`config.mk`:
```
export PLATFORM = sky130hd
export DESIGN_NAME = bscan_pin_group
export DESIGN_NICKNAME = d
export VERILOG_FILES = /design/src/rtl/bscan_pkg.sv /design/src/rtl/bscan_ctrl.sv /design/src/rtl/bscan_cell.sv /design/src/rtl/bscan_datapath.sv /design/src/rtl/bscan_pin_group.sv
export SDC_FILE = /design/constraint.sdc
export NUM_CORES = 1
export LEC_CHECK = 0
export BUFFER_PORTS_ARGS = -buffer_cell sky130_fd_sc_hd__clkbuf_2
export CAP_MARGIN = 10
export CORE_UTILIZATION = 42
export CTS_CLUSTER_SIZE = 40
export DETAILED_ROUTE_END_ITERATION = 8
export PLACE_DENSITY_LB_ADDON = 0.25
export SETUP_SLACK_MARGIN = 0.1
export SKIP_CTS_REPAIR_TIMING = 1
export SLEW_MARGIN = 5
export SYNTH_ARGS = -nofsm -noshare
export SYNTH_HDL_FRONTEND = slang
export SYNTH_HIERARCHICAL = 1
export SYNTH_SLANG_ARGS = --single-unit
```
`constraint.sdc`:
```
create_clock -name clk -period 2.6 [get_ports clk]
set_clock_uncertainty 0.1 [all_clocks]
set_input_delay 0.26 -clock clk [delete_from_list [all_inputs] [get_ports clk]]
set_output_delay 0.26 -clock clk [all_outputs]
set_load 0.05 [all_outputs]
```
`src/rtl/bscan_pkg.sv`:
```
package bscan_pkg;

  // Strobes handed from the control decode to the cell datapath.
  typedef struct packed {
    logic capture;
    logic shift;
    logic update;
    logic drive;
  } scanStrobes_t;

  // Cell role within a pin; value is the offset from the pin's base position.
  typedef enum logic [1:0] {
    CELL_ENABLE = 2'd0,
    CELL_DATA   = 2'd1,
    CELL_INPUT  = 2'd2
  } cellRole_t;

  localparam int CELLS_PER_PIN = 3;

endpackage

```
`src/rtl/bscan_ctrl.sv`:
```
module bscan_ctrl
  import bscan_pkg::*;
(
  input  logic         captureEn,
  input  logic         shiftEn,
  input  logic         updateEn,
  input  logic         testMode,
  output scanStrobes_t strobes
);

  // Capture has precedence: a shift requested alongside it is dropped.
  always_comb begin
    strobes.capture = captureEn;
    strobes.shift   = shiftEn & ~captureEn;
    strobes.update  = updateEn;
    strobes.drive   = testMode;
  end

endmodule

```
`src/rtl/bscan_cell.sv`:
```
module bscan_cell
  import bscan_pkg::*;
(
  input  logic         clk,
  input  logic         rstN,
  input  scanStrobes_t strobes,
  input  logic         serIn,
  input  logic         parIn,
  output logic         serOut,
  output logic         holdOut
);

  logic shiftQ;
  logic holdQ;

  always_ff @(posedge clk or negedge rstN) begin
    if (!rstN) begin
      shiftQ <= 1'b0;
    end else if (strobes.capture) begin
      shiftQ <= parIn;
    end else if (strobes.shift) begin
      shiftQ <= serIn;
    end
  end

  // Hold stage samples the shift stage's pre-edge value.
  always_ff @(posedge clk or negedge rstN) begin
    if (!rstN) begin
      holdQ <= 1'b0;
    end else if (strobes.update) begin
      holdQ <= shiftQ;
    end
  end

  assign serOut  = shiftQ;
  assign holdOut = holdQ;

endmodule

```
`src/rtl/bscan_datapath.sv`:
```
module bscan_datapath
  import bscan_pkg::*;
#(
  parameter int PIN_COUNT = 8
) (
  input  logic                   clk,
  input  logic                   rstN,
  input  scanStrobes_t           strobes,
  input  logic                   scanIn,
  output logic                   scanOut,
  input  logic [PIN_COUNT-1:0]   coreOut,
  input  logic [PIN_COUNT-1:0]   coreOe,
  output logic [PIN_COUNT-1:0]   coreIn,
  input  logic [PIN_COUNT-1:0]   padIn,
  output logic [PIN_COUNT-1:0]   padOut,
  output logic [PIN_COUNT-1:0]   padOe,
  output logic [CELLS_PER_PIN*PIN_COUNT-1:0] chainBits,
  output logic [CELLS_PER_PIN*PIN_COUNT-1:0] holdBits
);

  localparam int CHAIN_LEN = CELLS_PER_PIN * PIN_COUNT;

  logic [CHAIN_LEN-1:0] parVec;
  logic [CHAIN_LEN:0]   serLink;

  // serLink[k+1] feeds position k; the far end is the chain input.
  assign serLink[CHAIN_LEN] = scanIn;

  for (genvar p = 0; p < PIN_COUNT; p++) begin : g_pin
    localparam int BASE = CELLS_PER_PIN * p;

    assign parVec[BASE + int'(CELL_ENABLE)] = coreOe[p];
    assign parVec[BASE + int'(CELL_DATA)]   = coreOut[p];
    assign parVec[BASE + int'(CELL_INPUT)]  = padIn[p];

    for (genvar c = 0; c < CELLS_PER_PIN; c++) begin : g_cell
      bscan_cell cell_i (
        .clk     (clk),
        .rstN    (rstN),
        .strobes (strobes),
        .serIn   (serLink[BASE + c + 1]),
        .parIn   (parVec[BASE + c]),
        .serOut  (serLink[BASE + c]),
        .holdOut (holdBits[BASE + c])
      );
    end

    always_comb begin
      if (strobes.drive) begin
        padOut[p] = holdBits[BASE + int'(CELL_DATA)];
        padOe[p]  = holdBits[BASE + int'(CELL_ENABLE)];
        coreIn[p] = holdBits[BASE + int'(CELL_INPUT)];
      end else begin
        padOut[p] = coreOut[p];
        padOe[p]  = coreOe[p];
        coreIn[p] = padIn[p];
      end
    end
  end

  assign chainBits = serLink[CHAIN_LEN-1:0];
  assign scanOut   = serLink[0];

endmodule

```
`src/rtl/bscan_pin_group.sv`:
```
module bscan_pin_group
  import bscan_pkg::*;
#(
  parameter int PIN_COUNT = 8
) (
  input  logic                 clk,
  input  logic                 rstN,
  input  logic                 captureEn,
  input  logic                 shiftEn,
  input  logic                 updateEn,
  input  logic                 testMode,
  input  logic                 scanIn,
  output logic                 scanOut,
  input  logic [PIN_COUNT-1:0] coreOut,
  input  logic [PIN_COUNT-1:0] coreOe,
  output logic [PIN_COUNT-1:0] coreIn,
  input  logic [PIN_COUNT-1:0] padIn,
  output logic [PIN_COUNT-1:0] padOut,
  output logic [PIN_COUNT-1:0] padOe
);

  localparam int CHAIN_LEN = CELLS_PER_PIN * PIN_COUNT;

  scanStrobes_t         strobes;
  logic [CHAIN_LEN-1:0] chainBits;
  logic [CHAIN_LEN-1:0] holdBits;

  bscan_ctrl ctrl_i (
    .captureEn (captureEn),
    .shiftEn   (shiftEn),
    .updateEn  (updateEn),
    .testMode  (testMode),
    .strobes   (strobes)
  );

  bscan_datapath #(.PIN_COUNT(PIN_COUNT)) dp_i (
    .clk       (clk),
    .rstN      (rstN),
    .strobes   (strobes),
    .scanIn    (scanIn),
    .scanOut   (scanOut),
    .coreOut   (coreOut),
    .coreOe    (coreOe),
    .coreIn    (coreIn),
    .padIn     (padIn),
    .padOut    (padOut),
    .padOe     (padOe),
    .chainBits (chainBits),
    .holdBits  (holdBits)
  );

endmodule

```
## Word-level counts from Yosys, hierarchy flattened

Index checks and enable logic that the tools add are counted.

| word-level totals | value |
|---|---|
| flip-flop bits (word level) | 48 |
| bits of input ports | 31 |
| output and inout port bits | 25 |
| word-level logic and storage cells | 123 |

| cells by class | value |
|---|---|
| muxes and demuxes | 72 |
| bitwise logic cells | 2 |
| reductions and logical operators | 1 |

Operators with widths:

| cell | count |
|---|---|
| $mux 1 | 72 |
| $reduce_bool 2->1 | 1 |
| $and 1x1->1 | 1 |
| $not 1->1 | 1 |

## Depth between registers and ports, before layout

| logic depth | value |
|---|---|
| depth in word-level cells | 4 |
| mapped depth | 4 |
| depth with buffers taken out | 3 |

## Modules after synthesis

The synthesis kept the hierarchy.

By module, submodules not included:

| module | instances | cells each | area each (µm²) | sequential area each (µm²) |
|---|---|---|---|---|
| bscan_cell | 24 | 6 | 83.8 | 50.0 |
| bscan_datapath | 1 | 28 | 404.1 | 0.0 |
| bscan_ctrl | 1 | 4 | 36.3 | 0.0 |

## Least setup slack after synthesis

Ideal clock, no wire load.

| timing path | value |
|---|---|
| path type | in2reg |
| start | input port shiftEn |
| end | register dp_i.g_pin[0].g_cell[0].cell_i.shiftQ |
| library setup time | 0.133 ns |
| data arrival time | 1.151 ns |
| required time | 2.367 ns |
| slack | 1.216 ns |
| stages on the path | 3 |
| buffers on the path | 0 |
| cells stage by stage | nor2b_4 > mux2i_1 > o21ai_1 |

| on the way | value |
|---|---|
| word-level cells in the longest chain between the ends | 2 |

RTL lines:

| item | line | text |
|---|---|---|
| from (decl) | bscan_pin_group.sv:9 | `input logic shiftEn,` |
| $and 1x1->1 | bscan_ctrl.sv:14 | `strobes.shift = shiftEn & ~captureEn;` |
| $reduce_bool 2->1 (no line) | -- |  |
| to (signal assigned) | bscan_cell.sv:20 | `shiftQ <= parIn;` |
| to (signal assigned) | bscan_cell.sv:22 | `shiftQ <= serIn;` |
| to (decl) | bscan_cell.sv:13 | `logic shiftQ;` |

Every way passes these cells.
A chain may end at the register's enable or synchronous reset.

## Worst setup path in the final report

| timing path | value |
|---|---|
| start | input port testMode |
| end | output port coreIn[0] |

| on the way | value |
|---|---|
| word-level cells in the longest chain between the ends | 1 |

RTL lines:

| item | line | text |
|---|---|---|
| from (decl) | bscan_pin_group.sv:11 | `input logic testMode,` |
| $mux 1 | bscan_datapath.sv:49 | `if (strobes.drive) begin` |
| to (decl) | bscan_pin_group.sv:16 | `output logic [PIN_COUNT-1:0] coreIn,` |

Every way passes these cells.

==> summary.md <==
| Metric | Value |
|---|---|
| Min cycle time layout | 1.759 ns |
| Drt first pass iters | 4 |
| GRT Total Usage | 15.88% |
| Power Dens Cells | 653.0 nW/µm² |
| IO Count | 56 |
| N_diodes | 0 |
| Area of the core | 5574 µm² |
| Via count | 1555 |
| Most frequent cells in the layout | clkbuf_2, dfrtp_1, mux2_4 |
| Crit share post-route | 67.66% |
| Final instance area | 2877 µm² |
| Final setup vio count | 0 |
| TNS Setup | 0 ns |
| Max incr delay on CP | 0.35 ns |
| IO Port Bufs | 55 |
| Worst VDD drop | 0.0003184 V |
| P&R area growth vs syn | 17.66% |
| Die Area | 6130 µm² |
| Dpl cell area | 2789 µm² |
| Share of layout cells above drive strength 1 | 48.95% |
| Routed wire per std cell | 14.32 µm |
| Nets | 270 |
| Delay-heaviest family, CP | buffers and inverters |
| Die height | 78.30 µm |
| Crit path launch type | input pin |
| Clock Latency Late Sink | 0.30 ns |
| CTS buffer count | 5 |
| Final hold viol count | 0 |
| Routed wire length | 4454 µm |
| Clk root buf | clkbuf_8 |
| Overflow after GRT | 0 |
| Worst-Margin Slew | 0.4666 ns |
| Number of placed cells counting well taps | 303 |
| First-pass GRT wire length | 7541 µm |
| Filler Cell Count | 527 |
| Total power | 1.878 mW |
| CTS clk-pin slew, worst paths | 0.09 ns |
| Critical Path Most Common Cell | clkbuf_2 |
| Row Count | 27 |
| Syn avg cell area | 13.97 µm² |
| Worst min-delay path class | input pin to register |
| Bufs and invs on worst path | 3 |
| Largest net degree at the start of global routing | 49 |
| RSZ-0062 raised after global routing | false |
| Most common cell after layout, fill and taps aside | clkbuf_2 |
| GPL Wtd Cong | 0.7009 |
| Yosys Warn Count | 6 |
| CTS tree | built |
| Crit path depth | 4 |
| Clk sink count | 48 |
| Via count of the first global-routing pass | 1503 |
| H-tree depth | 2 |
| DRT iter0 DRCs | 73 |
| Critical-path top delay cell | mux2_2 |
| Worst Path Max Fanout | 9 |
| Antenna viol nets, final | 0 |
| Routed vias/inst | 5.000 |
| Worst Path Class, Setup | input pin to primary output |
| Status | complete, no violations |
| Reg2Reg Depth | 1 |
| Critical Path RT | 2.24 ns |
| Initial Util | 43.86% |
| Cell Chain, Critical Path | clkbuf_2 > buf_4 > mux2_2 > clkbuf_2 |
| Crit. End Element | primary output |
| Hold path depth | 3 |
| Slew Limit Fails | 0 |
| Initial antenna violation count | 0 |
| Leakage power total | 1.451 nW |
| Util after Layout | 51.60% |
| Post-synthesis cell count | 175 |
| Post-route insts no fill | 311 |
| Worst Path Arrival | 1.40 ns |
| Post-DP HPWL | 3088 µm |
| Residual DRC count | 0 |
| Max Clk Rate | 0.5685 GHz |
| Bufs on Longest Clock Path | 2 |
| Synthesized cell area | 2445 µm² |
| Worst slew margin | 68.90% |
| Syn_nets | 206 |
| Number of max-cap violations | 0 |
| Die width | 78.30 µm |
## where the power goes
part | internal (mW) | total (mW) | switching [mW]
combinational | 0.235 | 0.546 | 0.311
sequential | 0.841 | 0.906 | 0.0655
clock | 0.184 | 0.425 | 0.242
total | 1.26 | 1.88 | 0.618
## routing by layer
metal  GRT usage, %  up-vias  wire [µm]
li1               -      749          -
met1          22.88      771       2211
met2          23.95       30       2045
met3          3.488        5        147
met4          4.444        0         51
met5              0        -          0
## state kept, by name (all words and copies together) (netlist names)
signal,count
dp_i/g_pin.g_cell.cell_i/holdOut,24
dp_i/g_pin.g_cell.cell_i/serOut,24
## worst paths after layout
check,start,end,slack [ns]
setup / recovery,testMode,coreIn[0],0.84
max in group asynchronous,rstN,dp_i/g_pin[1].g_cell[2].cell_i/serOut$_DFFE_PN0P_,1.57
hold reg to reg,dp_i/g_pin[7].g_cell[0].cell_i/holdOut$_DFFE_PN0P_,dp_i/g_pin[7].g_cell[0].cell_i/holdOut$_DFFE_PN0P_,0.42
min in group asynchronous,rstN,dp_i/g_pin[5].g_cell[2].cell_i/holdOut$_DFFE_PN0P_,0.26
hold / removal,padIn[5],dp_i/g_pin[5].g_cell[2].cell_i/serOut$_DFFE_PN0P_,0.09
setup reg to reg,dp_i/g_pin[5].g_cell[0].cell_i/serOut$_DFFE_PN0P_,dp_i/g_pin[5].g_cell[0].cell_i/holdOut$_DFFE_PN0P_,1.71
## stage by stage
step	setup WS, ns	hold slack (ns)
floorplan	1.216	-0.1356
global placement	0.8297	0.04673
detailed placement	0.8138	0.04858
CTS	0.8125	-0.2775
global route	0.7858	0.08744
finish	0.8409	0.09044
## cell type report
type,instances,area (µm²),area share [%]
clock buffers,6,72.57,2.523
well taps,72,90.09,3.132
clock inverters,1,5.005,0.1740
multi-input cells,121,1170,40.67
flip-flops and latches,48,1201,41.76
repair buffers,63,337.8,11.74
Power figures use the tool's default switching activity.
